--- config.mk ---
export PLATFORM = sky130hd
export DESIGN_NAME = fpbox_top
export DESIGN_NICKNAME = d
export VERILOG_FILES = /design/src/rtl/fpbox_pkg.sv /design/src/rtl/fpbox_valid.sv /design/src/rtl/fpbox_unpack.sv /design/src/rtl/fpbox_pack.sv /design/src/rtl/fpbox_sgnj.sv /design/src/rtl/fpbox_rm.sv /design/src/rtl/fpbox_top.sv
export SDC_FILE = /design/constraint.sdc
export NUM_CORES = 1
export LEC_CHECK = 0
export ABC_AREA = 1
export BUFFER_PORTS_ARGS = -buffer_cell sky130_fd_sc_hd__buf_2
export CORE_AREA = 8 8 344 346
export DETAILED_ROUTE_END_ITERATION = 7
export DIE_AREA = 0 0 352 354
export MAX_ROUTING_LAYER = met4
export PLACE_DENSITY = 0.31
export RECOVER_POWER = 25
export SLEW_MARGIN = 10
export SYNTH_ARGS = -nofsm -noshare
export SYNTH_HDL_FRONTEND = slang
export SYNTH_SLANG_ARGS = --single-unit
--- constraint.sdc ---
create_clock -name vclk -period 1.5
set_input_delay 0.075 -clock vclk [all_inputs]
set_output_delay 0.075 -clock vclk [all_outputs]
set_load 0.02 [all_outputs]
--- src/rtl/fpbox_pkg.sv ---
package fpbox_pkg;

    // Register word width and number of boxed (narrower) formats
    localparam int REG_W  = 128;
    localparam int NARROW = 3;

    typedef enum logic [1:0] {
        PREC_H = 2'd0,
        PREC_S = 2'd1,
        PREC_D = 2'd2,
        PREC_Q = 2'd3
    } prec_e;

    typedef enum logic [1:0] {
        SGN_COPY   = 2'd0,
        SGN_INV    = 2'd1,
        SGN_XOR    = 2'd2,
        SGN_NEGATE = 2'd3
    } sgn_op_e;

    localparam logic [2:0] RM_SEL_DYN   = 3'd7;
    localparam logic [2:0] RM_MAX_LEGAL = 3'd4;

    // Payload width of narrow format idx: 16, 32, 64
    function automatic int fmt_width(input int idx);
        return 16 << idx;
    endfunction

    // Canonical quiet NaN of narrow format idx
    function automatic logic [63:0] canon_nan(input int idx);
        case (idx)
            0:       return 64'h0000_0000_0000_7E00;
            1:       return 64'h0000_0000_7FC0_0000;
            default: return 64'h7FF8_0000_0000_0000;
        endcase
    endfunction

endpackage

--- src/rtl/fpbox_valid.sv ---
module fpbox_valid
    import fpbox_pkg::*;
#(
    parameter int W = REG_W
) (
    input  logic [W-1:0]      opnd,
    output logic [NARROW-1:0] box_ok
);
    // Each box is tested against its full upper span independently,
    // so nesting of the results is a property, not a wiring artefact.
    for (genvar g = 0; g < NARROW; g++) begin : g_box
        localparam int FW = fmt_width(g);
        assign box_ok[g] = &opnd[W-1:FW];
    end
endmodule

--- src/rtl/fpbox_unpack.sv ---
module fpbox_unpack
    import fpbox_pkg::*;
#(
    parameter int W = REG_W
) (
    input  logic [W-1:0]      opnd,
    input  prec_e             prec,
    input  logic [NARROW-1:0] box_ok,
    output logic [W-1:0]      val,
    output logic              ok
);
    logic [W-1:0] cand [NARROW];

    for (genvar g = 0; g < NARROW; g++) begin : g_cand
        localparam int FW = fmt_width(g);
        localparam logic [63:0] NAN_PAT = canon_nan(g);
        assign cand[g] = box_ok[g] ? {{(W-FW){1'b0}}, opnd[FW-1:0]}
                                   : {{(W-64){1'b0}}, NAN_PAT};
    end

    always_comb begin
        unique case (prec)
            PREC_H: begin val = cand[0]; ok = box_ok[0]; end
            PREC_S: begin val = cand[1]; ok = box_ok[1]; end
            PREC_D: begin val = cand[2]; ok = box_ok[2]; end
            default: begin val = opnd;   ok = 1'b1;      end
        endcase
    end
endmodule

--- src/rtl/fpbox_pack.sv ---
module fpbox_pack
    import fpbox_pkg::*;
#(
    parameter int W = REG_W
) (
    input  logic [W-1:0] raw,
    input  prec_e        prec,
    output logic [W-1:0] boxed
);
    logic [W-1:0] cand [NARROW];

    for (genvar g = 0; g < NARROW; g++) begin : g_cand
        localparam int FW = fmt_width(g);
        assign cand[g] = {{(W-FW){1'b1}}, raw[FW-1:0]};
    end

    always_comb begin
        unique case (prec)
            PREC_H:  boxed = cand[0];
            PREC_S:  boxed = cand[1];
            PREC_D:  boxed = cand[2];
            default: boxed = raw;
        endcase
    end
endmodule

--- src/rtl/fpbox_sgnj.sv ---
module fpbox_sgnj
    import fpbox_pkg::*;
#(
    parameter int W = REG_W
) (
    input  logic [W-1:0] a,
    input  logic [W-1:0] b,
    input  prec_e        prec,
    input  sgn_op_e      op,
    output logic [W-1:0] res
);
    localparam int SPW = $clog2(W);

    logic [SPW-1:0] spos;
    logic           sa;
    logic           sb;
    logic           snew;

    always_comb begin
        unique case (prec)
            PREC_H:  spos = SPW'(fmt_width(0) - 1);
            PREC_S:  spos = SPW'(fmt_width(1) - 1);
            PREC_D:  spos = SPW'(fmt_width(2) - 1);
            default: spos = SPW'(W - 1);
        endcase
        sa = a[spos];
        sb = b[spos];
        unique case (op)
            SGN_COPY:   snew = sb;
            SGN_INV:    snew = ~sb;
            SGN_XOR:    snew = sa ^ sb;
            default:    snew = ~sa;
        endcase
        res       = a;
        res[spos] = snew;
    end
endmodule

--- src/rtl/fpbox_rm.sv ---
module fpbox_rm
    import fpbox_pkg::*;
(
    input  logic [2:0] field,
    input  logic [2:0] dyn,
    output logic [2:0] mode,
    output logic       illegal
);
    always_comb begin
        mode    = (field == RM_SEL_DYN) ? dyn : field;
        illegal = (mode > RM_MAX_LEGAL);
    end
endmodule

--- src/rtl/fpbox_top.sv ---
module fpbox_top
    import fpbox_pkg::*;
(
    input  logic [1:0]   prec_sel,
    input  logic [1:0]   sgn_op,
    input  logic [127:0] wr_val,
    output logic [127:0] wr_boxed,
    input  logic [127:0] rd_a,
    input  logic [127:0] rd_b,
    output logic [127:0] a_val,
    output logic         a_ok,
    output logic [127:0] b_val,
    output logic         b_ok,
    output logic [127:0] sgn_res,
    input  logic [2:0]   rm_field,
    input  logic [2:0]   rm_dyn,
    output logic [2:0]   rm_eff,
    output logic         rm_illegal
);
    prec_e             prec;
    sgn_op_e           op;
    logic [NARROW-1:0] a_box;
    logic [NARROW-1:0] b_box;
    logic [REG_W-1:0]  sgn_raw;

    assign prec = prec_e'(prec_sel);
    assign op   = sgn_op_e'(sgn_op);

    fpbox_pack #(.W(REG_W)) u_pack_wr (
        .raw(wr_val), .prec(prec), .boxed(wr_boxed)
    );

    fpbox_valid #(.W(REG_W)) u_valid_a (.opnd(rd_a), .box_ok(a_box));
    fpbox_valid #(.W(REG_W)) u_valid_b (.opnd(rd_b), .box_ok(b_box));

    fpbox_unpack #(.W(REG_W)) u_unpack_a (
        .opnd(rd_a), .prec(prec), .box_ok(a_box), .val(a_val), .ok(a_ok)
    );
    fpbox_unpack #(.W(REG_W)) u_unpack_b (
        .opnd(rd_b), .prec(prec), .box_ok(b_box), .val(b_val), .ok(b_ok)
    );

    fpbox_sgnj #(.W(REG_W)) u_sgnj (
        .a(a_val), .b(b_val), .prec(prec), .op(op), .res(sgn_raw)
    );

    fpbox_pack #(.W(REG_W)) u_pack_sgn (
        .raw(sgn_raw), .prec(prec), .boxed(sgn_res)
    );

    fpbox_rm u_rm (
        .field(rm_field), .dyn(rm_dyn), .mode(rm_eff), .illegal(rm_illegal)
    );

    // Checks across the separately built pieces
    logic [REG_W-1:0] chk_mag_mask;
    logic [REG_W-1:0] chk_nan;
    always_comb begin
        unique case (prec)
            PREC_H:  begin chk_mag_mask = {{113{1'b0}}, {15{1'b1}}};
                           chk_nan = {64'd0, canon_nan(0)}; end
            PREC_S:  begin chk_mag_mask = {{97{1'b0}}, {31{1'b1}}};
                           chk_nan = {64'd0, canon_nan(1)}; end
            PREC_D:  begin chk_mag_mask = {{65{1'b0}}, {63{1'b1}}};
                           chk_nan = {64'd0, canon_nan(2)}; end
            default: begin chk_mag_mask = {1'b0, {127{1'b1}}};
                           chk_nan = '0; end
        endcase

        AST_BOX_NESTED: assert (!(a_box[0] && !a_box[1]) && !(a_box[1] && !a_box[2]))
            else $error("narrow box valid while a wider box is broken");
        AST_NAN_ON_BAD: assert (a_ok || (a_val == chk_nan))
            else $error("broken box did not yield the canonical NaN");
        AST_SGN_MAG: assert ((sgn_res & chk_mag_mask) == (a_val & chk_mag_mask))
            else $error("sign injection altered magnitude bits");
        AST_QUAD_LOW: assert ((prec != PREC_Q) || (sgn_res[126:0] == rd_a[126:0]))
            else $error("quad sign injection touched bits below 127");
        AST_RM_RANGE: assert (rm_illegal || (rm_eff <= RM_MAX_LEGAL))
            else $error("out-of-range rounding mode not flagged");
    end
endmodule

Word level (Yosys, flattened, before mapping)

Cells that the tools add are included.

Bitwise operators: 3
Equality and inequality tests: 5
Reduce and logical (&&, ||, !) cells: 9
Magnitude comparators: 3
Muxes and demuxes: 22

Operators by type and width:

| kind                                                       | number |
|---|---|
| case mux 128 bit (3 select lines)                          | 4 |
| AND reduction 112 bit                                      | 2 |
| AND reduction 96 bit                                       | 2 |
| bitwise mux 128 bit                                        | 1 |
| 2-to-1 mux 64 bit                                          | 2 |
| AND reduction 64 bit                                       | 2 |
| 2-to-1 mux 32 bit                                          | 2 |
| 2-to-1 mux 16 bit                                          | 2 |
| case mux 7 bit (3 select lines)                            | 1 |
| binary-select mux 1 bit (select 7 bit)                     | 2 |
| case mux 1 bit (3 select lines)                            | 3 |
| less-than comparator 7 x 8 -> 1 bit, second input constant | 1 |
| demux 1 bit (select 7 bit)                                 | 1 |
| >= comparator 7 x 1 -> 1 bit, second input constant        | 1 |
| == test 2 x 1 -> 1 bit, second input constant              | 2 |
| == test 2 bit, second input constant                       | 2 |
| zero test 2 bit                                            | 2 |
| == test 3 bit, second input constant                       | 1 |
| greater-than comparator 3 bit, second input constant       | 1 |
| 2-to-1 mux 1 bit                                           | 3 |
| 2-to-1 mux 3 bit                                           | 1 |
| inverter 1 bit                                             | 2 |
| logical AND 1 bit                                          | 1 |
| XOR 1 bit                                                  | 1 |

Logic and storage cells: 42
Input port bits: 394
Output and inout port bits: 518
Register bits: 0

Logic depth before layout (Yosys ltp)

Word-level depth: 9
Gate-level depth with buffers: 18
Depth with buffers taken out: 18

Cells and area by module

Synthesis repeated with hierarchy kept, for this count alone.

Cell total of the unflattened synthesis: 1591
Area, all modules: 7915.1 sq um

By module, submodules not included:

| module       | instances | area each (sq um) | cells each | seq. area each (sq um) |
|---|---|---|---|---|
| fpbox_unpack | 2         | 1826.8            | 403        | 0.0 |
| fpbox_pack   | 2         | 1107.3            | 197        | 0.0 |
| fpbox_sgnj   | 1         | 1147.4            | 169        | 0.0 |
| fpbox_valid  | 2         | 420.4             | 105        | 0.0 |
| fpbox_rm     | 1         | 58.8              | 12         | 0.0 |

Least setup slack after synthesis

Ideal clock, no wire load.

Path kind: in2out
Start: in rd_a[103]
End: out sgn_res[0]
Arrival: 1920 ps
Path buffers: 2
Required time: 1425 ps
Cell stages on the path: 12
Slack: -495 ps
Cells stage by stage: nand2_1 > nor2_1 > nand2_1 > nor2_1 > nand2_1 > o21ai_4 > nand2_2 > nand2_2 > inv_1 > clkbuf_1 > a21boi_0 > buf_4

Word-level cells in the longest chain between the ends: 9
Elaborated cells on any way between the ends: 14
Classes of those cells: mux (9); bitwise (2); reduce/logical (3)

Ends and longest elaborated chain:

| item                                                | line                               | source |
|---|---|---|
| start: declaration                                  | fpbox_top.sv:8                     | `input logic [127:0] rd_a,` |
| AND reduction 112 bit, or another cell as far along | fpbox_valid.sv:13                  | `assign box_ok[g] = &opnd[W-1:FW];` |
| 2-to-1 mux 16 bit, or another cell as far along     | fpbox_unpack.sv:17                 | `assign cand[g] = box_ok[g] ? {{(W-FW){1'b0}}, opnd[FW-1:0]}` |
| case mux 128 bit (3 select lines) *                 | fpbox_unpack.sv:22                 | `unique case (prec)` |
| named net a_val[0]                                  | fpbox_top.sv:10                    | `output logic [127:0] a_val,` |
| binary-select mux 1 bit (select 7 bit)              | fpbox_sgnj.sv:26                   | `sa = a[spos];` |
| 2-to-1 mux 1 bit (implied by the code)              | fpbox_sgnj.sv:26                   |  |
| XOR 1 bit / inverter 1 bit (equally long branches)  | fpbox_sgnj.sv:31, fpbox_sgnj.sv:32 |  |
| case mux 1 bit (3 select lines)                     | fpbox_sgnj.sv:28                   | `unique case (op)` |
| bitwise mux 128 bit *                               | fpbox_sgnj.sv:35                   | `res[spos] = snew;` |
| case mux 128 bit (3 select lines) *                 | fpbox_pack.sv:18                   | `unique case (prec)` |
| end: declaration                                    | fpbox_top.sv:14                    | `output logic [127:0] sgn_res,` |

The timed path passes the listed nets; every way through them passes the cells marked *. The select of a mux whose other input is x is not followed.

Worst setup path after layout

Start: in rd_a[71]
End: out sgn_res[63]

Word-level cells in the longest chain between the ends: 9
Elaborated cells on any way between the ends: 14
Classes of those cells: mux (9); bitwise (2); reduce/logical (3)

Ends and longest elaborated chain:

| item                                                | line |
|---|---|
| AND reduction 112 bit, or another cell as far along | fpbox_valid.sv:13 |
| 2-to-1 mux 16 bit, or another cell as far along     | fpbox_unpack.sv:17 |
| case mux 128 bit (3 select lines) *                 | fpbox_unpack.sv:22 |
| binary-select mux 1 bit (select 7 bit)              | fpbox_sgnj.sv:26 |
| 2-to-1 mux 1 bit (implied by the code)              | fpbox_sgnj.sv:26 |
| XOR 1 bit / inverter 1 bit (equally long branches)  | fpbox_sgnj.sv:31, fpbox_sgnj.sv:32 |
| case mux 1 bit (3 select lines)                     | fpbox_sgnj.sv:28 |
| bitwise mux 128 bit *                               | fpbox_sgnj.sv:35 |
| case mux 128 bit (3 select lines) *                 | fpbox_pack.sv:18 |

Every way passes the cells marked *; elsewhere a longest branch is shown, timed or not. The select of a mux whose other input is x is not followed.

==> results.txt <==
Failing checks: setup timing
Cell count after placement: 3,657
Worst path most repeated cell: nand2_4
CP required: 1420 ps
Layout filler cell count: 13,400
Cell Rows: 124
Largest family of logic cells by synthesized area: simple AND/OR/NAND/NOR gates
Die ar.: 0.125 mm²
Clock period minus worst slack: 2330 ps
Post-synthesis mux area share: 0%
Detailed Place HPWL: 66.1 mm
Slew Limit Fails: 0
Post-synth top area cell: nand2_1
Hold_buf cts: 0
Cell chain of the critical path: buf_6 > nand2_2 > nor2_1 > buf_4 > nand2_4 > nor2_4 > nand2_2 > buf_12 > o21ai_4 > nand2_4 > nand2_4 > nand2_4 > nand2_1 > nand2_1 > nand2_2 > nand2_4 > nand2_4 > buf_6 > nand3_2 > nand2_4 > buf_12 > a21oi_4 > buf_6
Starting Density: 4.46%
Post-synthesis compound-gate area fraction: 12.0%
Chip Height: 354 µm
Buffers on Ports: 880
Synthesized area: 0.00505 mm²
XOR/XNOR Fraction of Synth Area: 0%
Ys Warns: 0
Tot Pwr: 4.69 mW
Placed Area: 0.0131 mm²
Crit path from: rd_a[71]
Unrepaired setup endpoints after global routing: true
Synth-to-Final Area Change: 199%
PwrDens: 310 mW/mm²
Fin crit share: 155%
Design Area, Final: 0.0151 mm²
Status: finished with violations
Routed WL: 72.9 mm
CP Launch Type: primary input
Core Footprint: 0.113 mm²
Syn Inst Count: 1,150
First-pass GRT wire length: 95.7 mm
Syn_nets: 1,544
Layout cells sized above 1: 65.5%
# setup viols final: 353
Total number of vias: 11,000
Seq cells: 0
Worst VDD drop: 0.0965 mV
Initial antenna violation count: 26
Register area share after synthesis: 0%
Max-cap violations: 0
Crit Path Category: primary input to output pin
Synth Area in Adders: 0%
Clock buffers: 0
Final Hold Viols: 0
Leakage: 8.07 nW
Global route overflow: 0
Vias per cell: 2.99
# DRC: 0
Slowest CP cell: o21ai_4
Crit Path Max Fanout: 3
Setup WS post-layout: -831 ps
Critical path's largest stage delay: 170 ps
I/O Pins: 912
Area of the multi-input gates: 0.00493 mm²
Pre-CTS WS: -1650 ps
Arrival time worst endpoint: 2260 ps
DIE WIDTH: 352 µm
Final Non-Filler Cells: 3,679
Routability cong.: 0.874
Max Clock Freq: 0.429 GHz
Drt initial violations: 655
Total track usage: 11.0%
CP endpoint kind: output pin
Actual slew at the worst max-slew pin: 572 ps
Largest net degree at the start of global routing: 88
WL/cell: 19.8 µm
Synth area leaders: nand2_1 (20%), nor2_1 (19%), inv_1 (18%)
Min-Delay Path Class: primary input to output pin
Seq. cell area: 0 µm²
Post-Syn Area per Cell: 4.39 µm²
Vias in the first global route: 11,500
Total iterations of the first detailed-routing run: 5
Synth Area in Simple Gates: 60.7%
Synth cell types: 28
Final core occ: 13.4%
Max-Slew Margin vs Limit: 61.8%
Area fraction of the dominant cell type after synthesis: 20.0%
Critical Path End: sgn_res[63]
Routed Antenna Nets: 0
Final #Nets: 2,556
placed cells by master (no fill, tap or decap), drive strengths merged, types with 16 or more instances in the layout:
| cell | netlist | layout |
|---|---|---|
| a21oi | 37 | 37 |
| nand4 | 34 | 34 |
| or2 | 97 | 97 |
| inv | 244 | 244 |
| nand2 | 273 | 273 |
| nand3 | 16 | 16 |
| buf | 33 | 1094 |
| nor2 | 258 | 258 |
| o21ai | 59 | 59 |
metal layers:
layer | share of wire (%) | track usage, % | vias up
met5 | 0 | - | -
met4 | 1.4 | 1.05 | 0
met3 | 8.3 | 3.53 | 54
met2 | 46 | 17.9 | 552
met1 | 44 | 13.8 | 5008
li1 | - | - | 5382
critical path, delay by kind of cell:
kind / cells / cell delay (ps)
buffers and inverters: 6 / 750
and+or+nand+nor: 15 / 1170
AOI/OAI and AO/OA: 2 / 230
worst min-delay path by stage:
stage | from | endpoint | slack (ps) | depth (start not counted)
after floorplan | wr_val[0] | wr_boxed[0] | 260 | 1
final | wr_val[11] | wr_boxed[11] | 150 | 0
after global placement | wr_val[0] | wr_boxed[0] | 150 | 0
after global routing | wr_val[9] | wr_boxed[9] | 150 | 0
after CTS | wr_val[0] | wr_boxed[0] | 150 | 0
after detailed placement | wr_val[0] | wr_boxed[0] | 150 | 0
what timing repair did:
action	CTS	global route
gates cloned	2	3
setup buffers	15	5
gates resized for setup	331	219
pin swaps	52	59
endpoints found under the setup margin	416	446
cells in the mapped netlist:
| library cell | n |
|---|---|
| a21boi_0 | 10 |
| a21oi_1 | 35 |
| a21oi_2 | 2 |
| a31oi_1 | 2 |
| and2_1 | 10 |
| buf_1 | 1 |
| buf_2 | 1 |
| buf_4 | 31 |
| clkbuf_1 | 57 |
| clkbuf_2 | 1 |
| clkinv_1 | 1 |
| inv_1 | 244 |
| nand2_1 | 269 |
| nand2_2 | 4 |
| nand3_1 | 16 |
| nand4_1 | 34 |
| nor2_1 | 257 |
| nor2_2 | 1 |
| nor3_1 | 5 |
| nor3b_1 | 1 |
| nor4_1 | 10 |
| o21a_1 | 1 |
| o21ai_0 | 56 |
| o21ai_1 | 1 |
| o21ai_2 | 1 |
| o21ai_4 | 1 |
| o31a_1 | 1 |
| or2_2 | 97 |
cell type report:
class	count	share of cell area, %
Timing Repair Buffer	1101	48.5
Tap cell	1512	12.5
Antenna cell	7	0.116
Inverter	245	6.20
Multi-Input combinational cell	814	32.6
cell families after synthesis:
group	after synthesis
buffers and inverters	336
AND/OR/NAND/NOR	704
AO/OA/AOI/OAI	110
report_power, final:
part	total, mW	switching (mW)	internal [mW]
Combinational	4.69	2.83	1.87
Clock	0.000000354	0	0.000000353
Sequential	0	0	0
metrics by stage:
step / hold WS (ps) / TNS (ps)
floorplan: 263 / -4560
global placement: 150 / -173480
detailed placement: 150 / -172020
CTS: 150 / -108270
global route: 150 / -128930
finish: 150 / -77900
(Power assumes the default switching activity.)
